<file path="src/rtl/sldrv_pkg.sv">
package sldrv_pkg;

    localparam int unsigned CH_COUNT = 16;
    localparam int unsigned GRP_SIZE = 8;

    typedef struct packed {
        logic sclk;
        logic strobe;
        logic sdata;
    } sldrv_raw_t;

endpackage

</file>
<file path="src/rtl/sldrv_sync.sv">
module sldrv_sync #(
    parameter int unsigned W      = 3,
    parameter int unsigned STAGES = 2
) (
    input  logic         clk,
    input  logic         rst_n,
    input  logic [W-1:0] din,
    output logic [W-1:0] dout
);

    localparam int unsigned PW = W * STAGES;

    logic [PW-1:0] pipe_q;

    generate
        if (STAGES == 1) begin : g_single
            always_ff @(posedge clk or negedge rst_n) begin
                if (!rst_n) pipe_q <= '0;
                else        pipe_q <= din;
            end
        end else begin : g_multi
            always_ff @(posedge clk or negedge rst_n) begin
                if (!rst_n) pipe_q <= '0;
                else        pipe_q <= {pipe_q[PW-W-1:0], din};
            end
        end
    endgenerate

    assign dout = pipe_q[PW-1 -: W];

endmodule

</file>
<file path="src/rtl/sldrv_status_map.sv">
module sldrv_status_map #(
    parameter int unsigned NCH = 16
) (
    input  logic [NCH/2-1:0] diag,
    output logic [NCH-1:0]   status
);

    localparam int unsigned NDIAG = NCH / 2;

    generate
        for (genvar k = 0; k < NDIAG; k++) begin : g_pair
            assign status[2*k]   = 1'b0;
            assign status[2*k+1] = diag[k];
        end
    endgenerate

endmodule

</file>
<file path="src/rtl/sldrv_gate.sv">
module sldrv_gate #(
    parameter int unsigned NCH = 16,
    parameter int unsigned GRP = 8
) (
    input  logic [NCH-1:0]     store,
    input  logic [NCH/GRP-1:0] grp_en_n,
    output logic [NCH-1:0]     on
);

    generate
        for (genvar i = 0; i < NCH; i++) begin : g_ch
            assign on[i] = store[i] & ~grp_en_n[i / GRP];
        end
    endgenerate

endmodule

</file>
<file path="src/rtl/sldrv_core.sv">
module sldrv_core
    import sldrv_pkg::*;
#(
    parameter int unsigned NCH         = CH_COUNT,
    parameter int unsigned GRP         = GRP_SIZE,
    parameter int unsigned SYNC_STAGES = 2,
    localparam int unsigned NGRP       = NCH / GRP,
    localparam int unsigned NDIAG      = NCH / 2
) (
    input  logic             clk,
    input  logic             rst_n,
    input  logic             sclk_in,
    input  logic             strobe_in,
    input  logic             sdata_in,
    input  logic             clear_n,
    input  logic             dev_en_n,
    input  logic [NGRP-1:0]  grp_en_n,
    input  logic [NDIAG-1:0] diag_in,
    output logic             sdata_out,
    output logic [NCH-1:0]   chan_on,
    output logic             fault_flag
);

    localparam int unsigned RAW_W = $bits(sldrv_raw_t);

    typedef struct packed {
        logic [NCH-1:0] chain;
        logic [NCH-1:0] store;
        logic [NCH-1:0] stat;
        logic           sclk_prev;
        logic           stb_prev;
    } state_t;

    state_t     st_d, st_q;
    sldrv_raw_t raw_in, raw_s;
    logic [NCH-1:0] status_vec;
    logic shift_ev, latch_ev;

    assign raw_in = '{sclk: sclk_in, strobe: strobe_in, sdata: sdata_in};

    sldrv_sync #(
        .W      (RAW_W),
        .STAGES (SYNC_STAGES)
    ) u_sync (
        .clk   (clk),
        .rst_n (rst_n),
        .din   (raw_in),
        .dout  (raw_s)
    );

    sldrv_status_map #(
        .NCH (NCH)
    ) u_status (
        .diag   (diag_in),
        .status (status_vec)
    );

    assign shift_ev = raw_s.sclk   & ~st_q.sclk_prev;
    assign latch_ev = raw_s.strobe & ~st_q.stb_prev;

    always_comb begin
        logic [NCH-1:0] chain_v;
        st_d           = st_q;
        st_d.sclk_prev = raw_s.sclk;
        st_d.stb_prev  = raw_s.strobe;
        chain_v        = st_q.chain;
        if (dev_en_n) begin
            st_d.chain = '0;
            st_d.store = '0;
            st_d.stat  = '0;
        end else begin
            if (latch_ev) begin
                st_d.store = st_q.chain;
                st_d.stat  = status_vec;
                chain_v    = status_vec;
            end
            if (shift_ev) begin
                chain_v = {chain_v[NCH-2:0], raw_s.sdata};
            end
            st_d.chain = chain_v;
            if (!clear_n) begin
                st_d.store = '0;
            end
        end
    end

    always_ff @(posedge clk or negedge rst_n) begin
        if (!rst_n) st_q <= '0;
        else        st_q <= st_d;
    end

    sldrv_gate #(
        .NCH (NCH),
        .GRP (GRP)
    ) u_gate (
        .store    (st_q.store),
        .grp_en_n (grp_en_n),
        .on       (chan_on)
    );

    assign sdata_out  = st_q.chain[NCH-1];
    assign fault_flag = |(st_q.stat & chan_on);

endmodule

</file>
<file path="config.mk">
export PLATFORM = sky130hd
export DESIGN_NAME = sldrv_core
export DESIGN_NICKNAME = d
export VERILOG_FILES = /design/src/rtl/sldrv_pkg.sv /design/src/rtl/sldrv_sync.sv /design/src/rtl/sldrv_status_map.sv /design/src/rtl/sldrv_gate.sv /design/src/rtl/sldrv_core.sv
export SDC_FILE = /design/constraint.sdc
export NUM_CORES = 1
export LEC_CHECK = 0
export BUFFER_PORTS_ARGS = -buffer_cell sky130_fd_sc_hd__buf_2
export CAP_MARGIN = 0
export CORE_ASPECT_RATIO = 1.25
export CORE_MARGIN = 2
export CORE_UTILIZATION = 45
export CTS_BUF_LIST = sky130_fd_sc_hd__clkbuf_4 sky130_fd_sc_hd__clkbuf_8 sky130_fd_sc_hd__clkbuf_16
export DETAILED_ROUTE_END_ITERATION = 7
export PLACE_DENSITY_LB_ADDON = 0.05
export SYNTH_ARGS = -nofsm -noshare
export SYNTH_HDL_FRONTEND = slang
export SYNTH_HIERARCHICAL = 1
export SYNTH_SLANG_ARGS = --single-unit
</file>
<file path="constraint.sdc">
create_clock -name clk -period 1.7 [get_ports clk]
set_clock_uncertainty 0.1 [all_clocks]
set_input_delay 0.17 -clock clk [delete_from_list [all_inputs] [get_ports clk]]
set_output_delay 0.17 -clock clk [all_outputs]
set_load 0.005 [all_outputs]
</file>
* After elaboration in Yosys (flattened, before gate mapping)
Cells that the tools add are included.
Operators by class: eq/ne operators 1, multiplexer cells 5, bitwise gates (word level) 23, reduce and logical (&&, ||, !) cells 3
Operators with widths (count):
- two-way mux 16 bit | 3
- two-way mux 48 bit | 1
- two-way mux 32 bit | 1
- bitwise AND 1 bit | 18
- bitwise AND 16 bit | 1
- OR reduction 16 bit | 1
- NOT 1 bit | 4
- != test 3 x 1 -> 1 bit (second input constant) | 1
- nonzero test 3 bit | 1
- nonzero test 2 bit | 1
Storage, ports and cells: register bits 56, input bits 17, output and inout port bits 18, logic and storage cells 39

* Longest topological paths before layout
depth in word-level cells 5, gate-level depth with buffers 6

* By module
Netlist, hierarchy kept.
Modules (own cells, without submodules):
- sldrv_core | instances 1, cells an instance 176, area each 2133.3 µm², sequential area each 1251.2 µm²
- sldrv_sync | instances 1, cells an instance 9, area each 172.7 µm², sequential area each 150.1 µm²
- sldrv_status_map | instances 1, cells an instance 17, area each 123.9 µm², sequential area each 0.0 µm²
- sldrv_gate | instances 1, cells an instance 16, area each 100.1 µm², sequential area each 0.0 µm²

* Worst setup path before layout
No wires, ideal clock.
kind reg-to-reg, start point reg u_sync.pipe_q[4], end point reg st_q[38] (netlist bit), arrival 1109 ps, data required time 1469 ps, slack 360 ps, stages on the path, launching flop included 7, cells stage by stage dfrtp_1 -> buf_4 -> nor2b_4 -> buf_6 -> buf_12 -> mux2i_1 -> o22ai_1
RTL lines:
- start, declared | RTL line sldrv_sync.sv:13 | logic [PW-1:0] pipe_q;
- start signal, assigned | RTL line sldrv_sync.sv:24 | else pipe_q <= {pipe_q[PW-W-1:0], din};
- end signal, assigned | RTL line sldrv_core.sv:89 | else st_q <= st_d;
- end, declared | RTL line sldrv_core.sv:34 | state_t st_d, st_q;

* Final worst setup path
start point reg st_q[19] (netlist bit), end point out fault_flag
Between the ends: cells in the longest elaborated chain, start to end 3
RTL lines:
- bitwise AND 1 bit | RTL line sldrv_gate.sv:12 | assign on[i] = store[i] & ~grp_en_n[i / GRP];
- bitwise AND 16 bit | RTL line sldrv_core.sv:102 | assign fault_flag = |(st_q.stat & chan_on);
- OR reduction 16 bit | RTL line sldrv_core.sv:102
- end, declared | RTL line sldrv_core.sv:21 | output logic fault_flag
No other way between the ends.

==> out/metrics.yaml <==
status:
  outcome: "finished with violations"
  violations: "setup timing"
yosys:
  synth.area.top_cells: "dfrtp_1 55%, a22o_1 6.9%, mux2i_1 6.3%, buf_4 5.9%, nand2_1 4.7%"
  synth.largest_area_cell: "dfrtp_1"
  synth-seq-cells: 56
  syn-instance-count: 218
  ys_seq_area_share_pct: 55.39
  synth.top_cell.area_share_pct: 55.39
  syn-cell-area_sq_um: 2530
  yosys_warnings: 6
  synth.avg_cell_area_sq_um: 11.61
  synth.distinct_cells: 24
min_path:
  holdPathStages: 3
  min_path_type: "input port to flop"
power_and_ir_drop:
  clock_power_share_pct: 31.2
  switching_share_pct: 24.99
  switching_power_w: 0.0006044
  p_leak_nw: 1.374
  peakVddDrop_uv: 444.7
  intPower_w: 0.001814
  p_per_area_nw_per_um2: 844.5
  pwr-share-comb_pct: 10.3
  finalPower_w: 0.002419
  pwr-share-seq_pct: 58.5
layout:
  n_antenna_cell: 0
  drive_gt1_share_pct: 24.90
  synthToLayoutAreaGrowth_pct: 13.20
  fillCellCount: 488
  final_util_pct: 52.62
  seqCellArea_sq_um: 1401
  final_nets: 269
  multi_input_area_sq_um: 927.1
die:
  boundaryPins: 35
  die_y_um: 87.83
  rows: 30
  dieArea_sq_um: 6242
  start_util_pct: 46.48
  floorplan.die.width_um: 71.07
  core_area_sq_um: 5443
grt:
  grt_pass1_wl_um: 9315
  first_global_vias: 1867
  grt_overflow: 0
  grt_use_total_pct: 19.34
  grt_start_max_net_pins: 57
  antenna_found_initial: 0
placed_design:
  place_congestion: 0.7499
  dp_hpwl_um: 3745
  io_buffers: 34
worst_setup_path:
  critPathKind: "flop to output port"
  ff2ff_path_depth: 5
  cp-end-kind: "output port"
  start_kind: "flop"
  worst-path-max-fanout: 2
  arrival_ns: 1.55
  required_ns: 1.43
sta:
  timing.fmax_mhz: 550.8
  final-hold-violation-count: 0
  setup_violations: 1
  rsz0062_at_grt: "true"
  slew_violations: 0
  tns_ns: -0.1155
  period_share_pct: 106.8
  period_minus_slack_ns: 1.816
  setup_slack_ns: -0.1155
clock_tree:
  path_clk_slew_ns: 0.10
  cts_sinks: 56
  cts-htree-levels: 2
  numCtsBuffers: 5
  ctsLongestPathBuffers: 2
  worstSkewPairLatency_ns: 0.31
  cts_root_buffer: "clkbuf_8"
  cts_tree: "yes"
drt:
  vias: 1746
  drt_iter0_drc: 79
  first_pass_iters: 4
  routed_via_density: 5.508
  wl_per_cell_um: 16.98
  ant_nets: 0
  drt-total-wl_um: 5382
  route.detailed.drc: 0
flow_run:
  cap_violations: 0
power by group through the flow:
stage	Combinational, W	Sequential [W]	Clock (W)
floorplan	0.000182	0.00143	0
global placement	0.000234	0.00144	0
detailed placement	0.000238	0.00144	0
CTS	0.000250	0.00141	0.000781
global route	0.000281	0.00142	0.000840
finish	0.000250	0.00141	0.000755
state kept, by name, indices dropped and copies added (netlist names):
register	flops
sdata_out	1
st_q	49
u_sync/pipe_q	6
cell usage after synthesis:
master / n
dfrtp_1: 56
a21o_1: 1
nand2b_4: 1
nand2b_1: 1
buf_6: 5
nand2_1: 32
buf_12: 1
nor2b_4: 1
buf_4: 20
nor2_8: 1
nor2b_1: 16
mux2i_1: 16
nor2_4: 1
nand3b_1: 1
a21oi_1: 16
nand4_1: 1
a221oi_1: 4
clkbuf_1: 1
buf_2: 3
o22ai_1: 16
buf_8: 1
a22o_1: 20
conb_1: 1
inv_1: 2
cells by family (layout without fill, tap and decap cells):
kind of cell	after synthesis	in the layout	synth area share [%]
muxes	16	16	6.330
DFF	56	56	55.39
and+or+nand+nor	55	55	11.82
other	1	8	0.1482
buffers and inverters	33	61	10.58
AOI/OAI and AO/OA	57	57	15.73
metrics by stage:
stage               std cells  instance area [sq um]  setup slack [ns]  hold slack [ns]
global route              317                   2864           -0.2159         0.009366
global placement          300                   2644            0.1838          0.08636
detailed placement        300                   2644            0.1371          0.09292
floorplan                 225                   2556            0.3598          -0.2256
finish                    317                   2864           -0.1155          0.01184
CTS                       315                   2835           -0.1235         0.003124
critical path, stage by stage, from the launching register on:
cell and delay [ns]:
dfrtp_1 0.40, nor2b_4 0.13, a22o_1 0.23, a221oi_2 0.23, nand4_1 0.11, buf_2 0.14
layout by cell type, fill, tap and decap left out, types with 2 or more instances in the layout:
| cell type | n |
|---|---|
| a21oi_1 | 16 |
| a221oi_2 | 4 |
| a22o_1 | 20 |
| buf_12 | 3 |
| buf_2 | 34 |
| buf_4 | 8 |
| clkbuf_8 | 6 |
| clkinvlp_4 | 2 |
| conb_1 | 8 |
| dfrtp_1 | 56 |
| dlygate4sd3_1 | 6 |
| inv_1 | 2 |
| mux2i_1 | 16 |
| nand2_1 | 32 |
| nor2b_1 | 14 |
| nor2b_4 | 3 |
| o22ai_1 | 16 |
metal layers:
metal | global-route usage, % | part of all wire, % | vias to the layer above
met4 | 4.974 | 1.1 | 0
met5 | 0 | 0 | -
met2 | 32.29 | 50 | 53
met3 | 3.913 | 4.9 | 6
met1 | 26.09 | 44 | 877
li1 | - | - | 810
worst paths after layout:
check	startpoint	end	slack (ns)
min in group asynchronous	rst_n	st_q[23]$_DFFE_PN0P_	0.30
setup reg to reg	u_sync/pipe_q[4]$_DFF_PN0_	st_q[25]$_DFFE_PN0P_	0.19
setup / recovery	st_q[19]$_DFFE_PN0P_	fault_flag	-0.12
hold reg to reg	u_sync/pipe_q[2]$_DFF_PN0_	u_sync/pipe_q[5]$_DFF_PN0_	0.26
max in group asynchronous	rst_n	st_q[11]$_DFFE_PN0P_	0.96
hold / removal	diag_in[4]	st_q[11]$_DFFE_PN0P_	0.01
final cells by class:
| cell class | count | area share (%) |
|---|---|---|
| clock buffers | 6 | 2.883 |
| clock inverters | 2 | 0.5242 |
| inverters | 2 | 0.2621 |
| multi-input cells | 136 | 32.37 |
| flip-flops and latches | 56 | 48.93 |
| well taps | 64 | 2.796 |
| repair buffers | 51 | 12.23 |
timing repair:
item | 4_1_cts | 5_1_grt
pin swaps | 2 | 2
gates resized for setup | 5 | 3
hold buffers | 6 | 0
endpoints found under the hold margin | 61 | 0
setup buffers | 1 | 2
endpoints found under the setup margin | 1 | 1
Note: power is estimated with default switching activity, not from simulation.
